===== src/rtl/armw_pkg.sv =====
package armw_pkg;

  typedef enum logic [2:0] {
    OP_ADD,
    OP_OR,
    OP_AND,
    OP_XOR,
    OP_XCHG,
    OP_CMPXCHG
  } amo_op_e;

  typedef enum logic [2:0] {
    ST_IDLE,
    ST_READ,
    ST_CALC,
    ST_WRITE,
    ST_RESP,
    ST_FAIL
  } seq_state_e;

  // Operation codes with the fetch bit cleared.
  localparam logic [7:0] CODE_ADD  = 8'h00;
  localparam logic [7:0] CODE_OR   = 8'h40;
  localparam logic [7:0] CODE_AND  = 8'h50;
  localparam logic [7:0] CODE_XOR  = 8'ha0;
  localparam logic [7:0] CODE_XCHG = 8'he0;
  localparam logic [7:0] CODE_CAS  = 8'hf0;
  localparam int         FETCH_BIT = 0;

endpackage


===== src/rtl/armw_decode.sv =====
module armw_decode
  import armw_pkg::*;
#(
  parameter int IMM_W  = 32,
  parameter int ADDR_W = 64
) (
  input  logic [IMM_W-1:0]  imm_i,
  input  logic              wide_i,
  input  logic [ADDR_W-1:0] addr_i,
  output amo_op_e           op_o,
  output logic              fetch_o,
  output logic              code_bad_o,
  output logic              misalign_o
);

  logic       upper_clear;
  logic [7:0] base_code;

  assign upper_clear = (imm_i[IMM_W-1:8] == '0);
  assign base_code   = {imm_i[7:1], 1'b0};
  assign fetch_o     = imm_i[FETCH_BIT];

  always_comb begin
    op_o       = OP_ADD;
    code_bad_o = !upper_clear;
    case (base_code)
      CODE_ADD: op_o = OP_ADD;
      CODE_OR:  op_o = OP_OR;
      CODE_AND: op_o = OP_AND;
      CODE_XOR: op_o = OP_XOR;
      CODE_XCHG: begin
        op_o = OP_XCHG;
        if (!imm_i[FETCH_BIT]) code_bad_o = 1'b1;
      end
      CODE_CAS: begin
        op_o = OP_CMPXCHG;
        if (!imm_i[FETCH_BIT]) code_bad_o = 1'b1;
      end
      default: code_bad_o = 1'b1;
    endcase
  end

  assign misalign_o = wide_i ? (addr_i[2:0] != 3'b000) : (addr_i[1:0] != 2'b00);

endmodule


===== src/rtl/armw_alu.sv =====
module armw_alu
  import armw_pkg::*;
#(
  parameter int DATA_W = 64,
  parameter int WORD_W = 32
) (
  input  amo_op_e           op_i,
  input  logic              wide_i,
  input  logic [DATA_W-1:0] mem_i,
  input  logic [DATA_W-1:0] src_i,
  input  logic [DATA_W-1:0] cmp_i,
  output logic [DATA_W-1:0] old_o,
  output logic [DATA_W-1:0] new_o,
  output logic              store_o
);

  localparam logic [DATA_W-1:0] NARROW_MASK = {{(DATA_W-WORD_W){1'b0}}, {WORD_W{1'b1}}};

  logic [DATA_W-1:0] size_mask;
  logic [DATA_W-1:0] src_m;
  logic [DATA_W-1:0] cmp_m;
  logic [DATA_W-1:0] raw;

  assign size_mask = wide_i ? '1 : NARROW_MASK;
  assign old_o     = mem_i & size_mask;
  assign src_m     = src_i & size_mask;
  assign cmp_m     = cmp_i & size_mask;

  always_comb begin
    raw     = src_m;
    store_o = 1'b1;
    case (op_i)
      OP_ADD:     raw = old_o + src_m;
      OP_OR:      raw = old_o | src_m;
      OP_AND:     raw = old_o & src_m;
      OP_XOR:     raw = old_o ^ src_m;
      OP_XCHG:    raw = src_m;
      OP_CMPXCHG: begin
        raw     = src_m;
        store_o = (old_o == cmp_m);
      end
      default:    raw = src_m;
    endcase
  end

  assign new_o = raw & size_mask;

endmodule


===== src/rtl/atomic_rmw_unit.sv =====
module atomic_rmw_unit
  import armw_pkg::*;
#(
  parameter int DATA_W = 64,
  parameter int WORD_W = 32,
  parameter int IMM_W  = 32,
  parameter int OFF_W  = 16,
  parameter int IDX_W  = 4
) (
  input  logic              clk,
  input  logic              rst_n,
  input  logic              req_valid,
  output logic              req_ready,
  input  logic [IMM_W-1:0]  req_imm,
  input  logic              req_dword,
  input  logic [DATA_W-1:0] req_base,
  input  logic [OFF_W-1:0]  req_offset,
  input  logic [DATA_W-1:0] req_src,
  input  logic [IDX_W-1:0]  req_src_idx,
  input  logic [DATA_W-1:0] req_r0,
  output logic [DATA_W-1:0] mem_addr,
  output logic              mem_rd_en,
  output logic              mem_wr_en,
  output logic              mem_dword,
  output logic [DATA_W-1:0] mem_wdata,
  input  logic [DATA_W-1:0] mem_rdata,
  output logic              mem_lock,
  output logic              wb_valid,
  output logic [IDX_W-1:0]  wb_idx,
  output logic [DATA_W-1:0] wb_data,
  output logic              resp_valid,
  output logic              resp_err
);

  localparam int EXT_W = DATA_W - OFF_W;

  seq_state_e        state_q, state_d;
  logic [DATA_W-1:0] eff_addr;
  amo_op_e           dec_op;
  logic              dec_fetch, dec_bad, dec_misalign;
  logic              accept, calc_en;

  amo_op_e           op_q;
  logic              fetch_q, wide_q, store_q;
  logic [DATA_W-1:0] addr_q, src_q, r0_q, old_q, new_q;
  logic [IDX_W-1:0]  idx_q;

  logic [DATA_W-1:0] alu_old, alu_new;
  logic              alu_store;

  assign eff_addr = req_base + {{EXT_W{req_offset[OFF_W-1]}}, req_offset};

  armw_decode #(
    .IMM_W (IMM_W),
    .ADDR_W(DATA_W)
  ) u_decode (
    .imm_i     (req_imm),
    .wide_i    (req_dword),
    .addr_i    (eff_addr),
    .op_o      (dec_op),
    .fetch_o   (dec_fetch),
    .code_bad_o(dec_bad),
    .misalign_o(dec_misalign)
  );

  armw_alu #(
    .DATA_W(DATA_W),
    .WORD_W(WORD_W)
  ) u_alu (
    .op_i   (op_q),
    .wide_i (wide_q),
    .mem_i  (mem_rdata),
    .src_i  (src_q),
    .cmp_i  (r0_q),
    .old_o  (alu_old),
    .new_o  (alu_new),
    .store_o(alu_store)
  );

  assign accept  = req_valid && (state_q == ST_IDLE);
  assign calc_en = (state_q == ST_CALC);

  // Next-state logic
  always_comb begin
    state_d = state_q;
    case (state_q)
      ST_IDLE:  if (req_valid) state_d = (dec_bad || dec_misalign) ? ST_FAIL : ST_READ;
      ST_READ:  state_d = ST_CALC;
      ST_CALC:  state_d = ST_WRITE;
      ST_WRITE: state_d = ST_RESP;
      ST_RESP:  state_d = ST_IDLE;
      ST_FAIL:  state_d = ST_IDLE;
      default:  state_d = ST_IDLE;
    endcase
  end

  always_ff @(posedge clk or negedge rst_n) begin
    if (!rst_n) state_q <= ST_IDLE;
    else        state_q <= state_d;
  end

  // Request capture, enabled on acceptance
  always_ff @(posedge clk or negedge rst_n) begin
    if (!rst_n) begin
      op_q    <= OP_ADD;
      fetch_q <= 1'b0;
      wide_q  <= 1'b0;
      addr_q  <= '0;
      src_q   <= '0;
      r0_q    <= '0;
      idx_q   <= '0;
    end else if (accept) begin
      op_q    <= dec_op;
      fetch_q <= dec_fetch;
      wide_q  <= req_dword;
      addr_q  <= eff_addr;
      src_q   <= req_src;
      r0_q    <= req_r0;
      idx_q   <= req_src_idx;
    end
  end

  // Result capture, enabled in the compute cycle
  always_ff @(posedge clk or negedge rst_n) begin
    if (!rst_n) begin
      old_q   <= '0;
      new_q   <= '0;
      store_q <= 1'b0;
    end else if (calc_en) begin
      old_q   <= alu_old;
      new_q   <= alu_new;
      store_q <= alu_store;
    end
  end

  assign req_ready  = (state_q == ST_IDLE);
  assign mem_addr   = addr_q;
  assign mem_dword  = wide_q;
  assign mem_wdata  = new_q;
  assign mem_rd_en  = (state_q == ST_READ);
  assign mem_wr_en  = (state_q == ST_WRITE) && store_q;
  assign mem_lock   = (state_q == ST_READ) || (state_q == ST_CALC) || (state_q == ST_WRITE);
  assign resp_valid = (state_q == ST_RESP) || (state_q == ST_FAIL);
  assign resp_err   = (state_q == ST_FAIL);
  assign wb_valid   = (state_q == ST_RESP) && fetch_q;
  assign wb_idx     = (op_q == OP_CMPXCHG) ? '0 : idx_q;
  assign wb_data    = old_q;

  // every memory strobe sits inside the locked window
  a_r9_lock_covers_access: assert property (@(posedge clk) disable iff (!rst_n)
    (mem_rd_en || mem_wr_en) |-> mem_lock);

  // the lock window always opens with the read
  a_r9_lock_opens_with_read: assert property (@(posedge clk) disable iff (!rst_n)
    $rose(mem_lock) |-> mem_rd_en);

  // a store comes two cycles after its read
  a_r9_write_after_read: assert property (@(posedge clk) disable iff (!rst_n)
    mem_wr_en |-> $past(mem_rd_en, 2));

  // the response follows the locked window directly
  a_r9_resp_after_lock: assert property (@(posedge clk) disable iff (!rst_n)
    $fell(mem_lock) |-> (resp_valid && !resp_err));

  // a rejected request touched neither memory nor registers
  a_r7_error_quiet: assert property (@(posedge clk) disable iff (!rst_n)
    (resp_valid && resp_err) |-> (!wb_valid && !$past(mem_lock)));

  // write-back only accompanies a successful response
  a_r3_wb_with_resp: assert property (@(posedge clk) disable iff (!rst_n)
    wb_valid |-> (resp_valid && !resp_err));

  // ready only while nothing is in flight
  a_r10_ready_idle: assert property (@(posedge clk) disable iff (!rst_n)
    req_ready |-> (!mem_lock && !resp_valid));

  // compare-exchange reports register 0
  a_r5_cas_r0: assert property (@(posedge clk) disable iff (!rst_n)
    (wb_valid && (op_q == OP_CMPXCHG)) |-> (wb_idx == '0));

endmodule


===== config.mk =====
export PLATFORM = sky130hd
export DESIGN_NAME = atomic_rmw_unit
export DESIGN_NICKNAME = d
export VERILOG_FILES = /design/src/rtl/armw_pkg.sv /design/src/rtl/armw_decode.sv /design/src/rtl/armw_alu.sv /design/src/rtl/atomic_rmw_unit.sv
export SDC_FILE = /design/constraint.sdc
export NUM_CORES = 1
export LEC_CHECK = 0
export BUFFER_PORTS_ARGS = -buffer_cell sky130_fd_sc_hd__buf_4
export CORE_MARGIN = 2
export CORE_UTILIZATION = 45
export CTS_CLUSTER_DIAMETER = 40
export DETAILED_ROUTE_END_ITERATION = 7
export PLACE_DENSITY = 0.72
export SLEW_MARGIN = 10
export SYNTH_ARGS = -nofsm -noshare
export SYNTH_HDL_FRONTEND = slang
export SYNTH_SLANG_ARGS = --single-unit

===== constraint.sdc =====
create_clock -name clk -period 6.1 [get_ports clk]
set_clock_uncertainty 0.05 [all_clocks]
set_input_delay 0.305 -clock clk [delete_from_list [all_inputs] [get_ports clk]]
set_output_delay 0.305 -clock clk [all_outputs]
set_load 0.1 [all_outputs]

After elaboration in Yosys (flattened, before gate mapping)
Index checks and enable logic that the tools add are counted.
{"block": "word_totals", "reg_bits": 333}
{"block": "classes", "muxes": 11, "n_bitwise": 7, "n_addsub": 2, "n_reduce_logical": 16, "n_eq_ne": 16}
{"cell": "$and A64 B64 Y64", "count": 5}
{"cell": "$pmux W64 S4", "count": 1}
{"cell": "$add A64 B64 Y64", "count": 2}
{"cell": "$eq A64 B64 Y1", "count": 1}
{"cell": "$mux W64", "count": 1}
{"cell": "$or A64 B64 Y64", "count": 1}
{"cell": "$xor A64 B64 Y64", "count": 1}
{"cell": "$logic_not A24 Y1", "count": 1}
{"cell": "$eq A7 B7 Y1 const B", "count": 3}
{"cell": "$pmux W3 S5", "count": 1}
{"cell": "$eq A7 B6 Y1 const B", "count": 2}
{"cell": "$eq A3 B2 Y1 const B", "count": 4}
{"cell": "$pmux W3 S4", "count": 1}
{"cell": "$eq A3 B3 Y1 const B", "count": 3}
{"cell": "$logic_not A8 Y1", "count": 1}
{"cell": "$eq A3 B1 Y1 const B", "count": 2}
{"cell": "$logic_not A3 Y1", "count": 2}
{"cell": "$mux W3", "count": 2}
{"cell": "$logic_or A1 B1 Y1", "count": 4}
{"cell": "$mux W4", "count": 1}
{"cell": "$reduce_or A4 Y1", "count": 1}
{"cell": "$logic_and A1 B1 Y1", "count": 3}
{"cell": "$mux W1", "count": 3}
{"cell": "$reduce_bool A3 Y1", "count": 1}
{"cell": "5 further kinds", "count": 5}

Longest topological paths before layout
{"block": "logic_depth", "ltp_word": 8, "depth_mapped": 19, "ltp_nobuf": 13}

Modules after synthesis
Synthesis repeated with hierarchy kept, for this count alone.
{"block": "hier_totals", "hier_cells": 3065, "hier_area_um2": 25624.6}
{"module": "atomic_rmw_unit", "n_inst": 1, "seq_area_each_um2": 8333.0, "area_each_um2": 16174.3, "cells_per_inst": 1622}
{"module": "armw_alu", "n_inst": 1, "seq_area_each_um2": 0.0, "area_each_um2": 9261.4, "cells_per_inst": 1417}
{"module": "armw_decode", "n_inst": 1, "seq_area_each_um2": 0.0, "area_each_um2": 188.9, "cells_per_inst": 26}

Worst setup path before layout
Ideal clock, no wire load.
{"block": "synth_path", "path_type": "register -> register", "start": "register wide_q, in the netlist mem_dword", "end": "register new_q[62], in the netlist mem_wdata[62]", "t_required_ns": 5.974, "stages_incl_launch_ff": 18, "path_slack_ns": 1.129, "arrival_time_ns": 4.844, "cell_sequence": "dfrtp_1 -> clkbuf_1 -> buf_2 -> clkbuf_1 -> buf_1 -> clkbuf_1 -> buf_1 -> nand2_1 -> ha_1 -> nand2_1 -> nor3_1 -> and2_1 -> nand2_1 -> o21ai_2 -> a311oi_2 -> o41ai_2 -> mux2_2 -> o21ai_1"}
{"block": "synth_via", "elab_chain_cells": 5, "elab_cells_between_ends": 9}
{"element": "start, declared", "line": "atomic_rmw_unit.sv:44", "text": "logic fetch_q, wide_q, store_q;"}
{"element": "start signal, assigned", "line": "atomic_rmw_unit.sv:115", "text": "wide_q <= req_dword;"}
{"element": "$mux W64 *", "line": "armw_alu.sv:24", "text": "assign size_mask = wide_i ? '1 : NARROW_MASK;"}
{"element": "$and A64 B64 Y64 (on tied branches)", "line": "armw_alu.sv:25, armw_alu.sv:26"}
{"element": "$add A64 B64 Y64 (tied with other cells)", "line": "armw_alu.sv:33", "text": "OP_ADD: raw = old_o + src_m;"}
{"element": "$pmux W64 S4", "line": "armw_alu.sv:32", "text": "case (op_i)"}
{"element": "$and A64 B64 Y64 *", "line": "armw_alu.sv:46", "text": "assign new_o = raw & size_mask;"}
{"element": "end signal, assigned", "line": "atomic_rmw_unit.sv:131", "text": "new_q <= alu_new;"}
{"element": "end, declared", "line": "atomic_rmw_unit.sv:45", "text": "logic [DATA_W-1:0] addr_q, src_q, r0_q, old_q, new_q;"}
Every way passes the cells marked *; elsewhere a longest branch is shown, timed or not.
A chain may end at the register's enable or synchronous reset.

Final worst setup path
{"block": "layout_path", "start": "register wide_q, in the netlist mem_dword", "end": "register new_q[53], in the netlist mem_wdata[53]"}
Same word-level chain as after synthesis.

==> impl_metrics.env <==
export IMPL_hold_viol=0
export IMPL_firstDrtPassIters=8
export IMPL_cts_root_buf="clkbuf_16"
export IMPL_io_buffers=515
export IMPL_p_per_area_nw_per_um2=600
export IMPL_p_leak_nw=15.6
export IMPL_io_pins=516
export IMPL_required_ns=6.47
export IMPL_hold_path_depth=3
export IMPL_yosys_area_top_type="dfrtp_1"
export IMPL_place_gp_congestion=0.962
export IMPL_grt_max_degree=144
export IMPL_grt_overflow=0
export IMPL_drtIter0Drc=2677
export IMPL_end_kind="flip-flop"
export IMPL_vias_per_cell=5.83
export IMPL_nets=4067
export IMPL_dieArea_sq_um=55300
export IMPL_preCtsSetupSlack_ns=2.25
export IMPL_cp_startpoint="mem_dword"
export IMPL_syn_inst=3021
export IMPL_worstSetupEndpoint="mem_wdata[53]"
export IMPL_area_growth_pct=33.9
export IMPL_drtAntennaViolNets=0
export IMPL_max_freq_mhz=259
export IMPL_setup_tns_ns=0
export IMPL_r2r_cells=11
export IMPL_ys_flop_type="dfrtp_1"
export IMPL_grt_first_pass_wirelength_mm=143
export IMPL_antenna_found_initial=21
export IMPL_slew_viol_final=0
export IMPL_cp_arrival_ns=4.23
export IMPL_grt_pass1_vias=24400
export IMPL_via_count=25300
export IMPL_reg2reg_from="mem_dword"
export IMPL_hp_class="primary input to flip-flop"
export IMPL_clk_pin_slew_ns=0.05
export IMPL_insertion_delay_ns=0.60
export IMPL_grt_usage=0.328
export IMPL_cts_max_path_buffers=3
export IMPL_status="finished clean"
export IMPL_cts_resized=0
export IMPL_drc_errors=0
export IMPL_relSlewSlack=0.259
export IMPL_maxCapViolations=0
export IMPL_chipHeight_um=235
export IMPL_htreeDepth=3
export IMPL_postSynthAreaPerCell_sq_um=7.96
export IMPL_num_rows=84
export IMPL_seq_area_frac_synth=0.347
export IMPL_layout_commonest_cell="nand2_1"
export IMPL_dp_hpwl_mm=67.7
export IMPL_finalSetupViolCount=0
export IMPL_rsz0062_at_grt="no"
export IMPL_synth_edf_count=0
export IMPL_p_total_mw=19.3
export IMPL_synthArstFlopShare=1.00
export IMPL_drive_gt1_frac=0.193
export IMPL_crit_type="flip-flop to flip-flop"
export IMPL_ir_worst_vdd_mv=0.548
export IMPL_setup_ws_ns=2.24
export IMPL_synthTopCellsByArea="dfrtp_1 35%, nand2_1 11%, ha_1 8.4%, o21ai_0 6.6%, a21oi_1 4.3%"
export IMPL_netlist_area_leader_share=0.347
export IMPL_cts_tree="yes"
export IMPL_routed_wl_mm=93.0
export IMPL_path_max_fanout=37
export IMPL_numCtsBuffers=68
export IMPL_die_w_um=235
export IMPL_r2r_end="mem_wdata[53]"
export IMPL_wire_per_inst_um=21.4
export IMPL_fin_crit_ns=3.86
export IMPL_final_cell_mix="703 x nand2_1, 533 x buf_4, 330 x dfrtp_1"
export IMPL_ys_warn_count=0
export IMPL_synth_nets=3496
export IMPL_worstSetupStartpointType="flip-flop"
export IMPL_core_area_sq_um=52700
export IMPL_clock_sinks=333
export IMPL_synth_seq_cells=333
export IMPL_start_util=0.457
export IMPL_fin_crit_sh=0.633
export IMPL_r2r_slack_ns=2.24
export IMPL_max_slew_worst_pin_slew_ns=1.11
export IMPL_syn_area_sq_um=24000
export IMPL_ys_types=90
-- repair_timing --
action                                  in CTS  in global routing
hold buffers                               161                  0
endpoints found under the setup margin       0                  0
endpoints found under the hold margin      216                  0
setup buffers                                0                  0
-- layer usage --
layer,GRT usage,wire [um]
met1,0.439,38400
met3,0.0687,8350
met4,0.151,4360
met2,0.508,41800
met5,0,67
-- synthesized netlist by cell type, types with 11 or more instances --
library cell	number
nand2_1	705
dfrtp_1	333
o21ai_0	315
a21oi_1	205
ha_1	161
clkbuf_1	150
inv_1	148
nor2_1	104
xnor2_1	101
xor2_1	87
a21o_1	60
nand3_1	55
mux2i_1	48
nand4_1	46
o221ai_1	34
a31oi_1	32
o21a_1	25
buf_2	23
nor4_1	23
o211ai_1	23
o21bai_1	23
buf_1	22
a211oi_1	21
nor3_1	20
and2_1	17
nand2b_1	16
nor2b_1	14
a221oi_1	12
o31ai_1	12
a22oi_1	11
a41oi_1	11
and3_1	11
mux2_2	11
o22a_1	11
-- report_power, final --
part           total [mW]  switching, mW  internal [mW]  leakage (nW)
clock network        3.79           1.34           2.45          1.12
registers            4.15          0.909           3.24          4.18
logic                11.4           8.44           2.96          10.3
total                19.3           10.7           8.64          15.6
-- per-stage QoR --
| stage | instance area, sq um | util | hold WS, ns | cells |
|---|---|---|---|---|
| after global routing | 32200 | 0.611 | 0.00213 | 4344 |
| final | 32200 | 0.611 | 0.0275 | 4345 |
| after floorplan | 24000 | - | -0.0406 | 3021 |
| after detailed placement | 28200 | 0.536 | 0.213 | 4049 |
| after CTS | 32200 | 0.611 | 0.00380 | 4329 |
| after global placement | 28200 | 0.536 | 0.212 | 4048 |
-- critical path, stage by stage (launching register included) --
cell       delay [ns]
dfrtp_2          0.59
buf_4            0.46
inv_1            0.43
a2111oi_0        0.43
o21ai_0          0.14
a21boi_0         0.15
o21a_1           0.20
o221ai_1         0.37
a21boi_1         0.26
o21ai_0          0.30
xnor2_1          0.16
o221ai_1         0.14
-- layout make-up --
type                       instances  area (sq um)
clock buffer                      80          1850
multi-input combinational       2341         14400
clock inverter                    39           473
timing repair buffer             698          5670
sequential                       333          8340
antenna                           16          40.0
tap                              688           861
fill                            4565         20500
inverter                         150           563
-- worst min-delay path by stage --
stage                   from           to  slack (ns)
3_5_place_dp           rst_n    src_q[53]        0.21
6_report       mem_rdata[62]  wb_data[62]        0.03
2_1_floorplan          rst_n      fetch_q       -0.04
5_1_grt         mem_rdata[5]   wb_data[5]       0.002
3_3_place_gp           rst_n    src_q[53]        0.21
4_1_cts          req_src[42]    src_q[42]       0.004
-- flip-flops by register name (all words and copies together) (netlist names) --
register   count
src_q         64
fetch_q        1
op_q           3
store_q        1
wb_data       64
mem_wdata     64
idx_q          4
mem_dword      1
r0_q          64
state_q        3
mem_addr      64
-- kinds of logic after synthesis --
group	Yosys count	share of synthesized area
AND/OR/NAND/NOR	1041	0.185
AO/OA/AOI/OAI	888	0.232
buffers and inverters	347	0.0556
flip-flops	333	0.347
XOR/XNOR	188	0.0685
adder cells (fa/ha/maj)	163	0.0854
multiplexers	61	0.0270
Power figures use the tool's default switching activity.
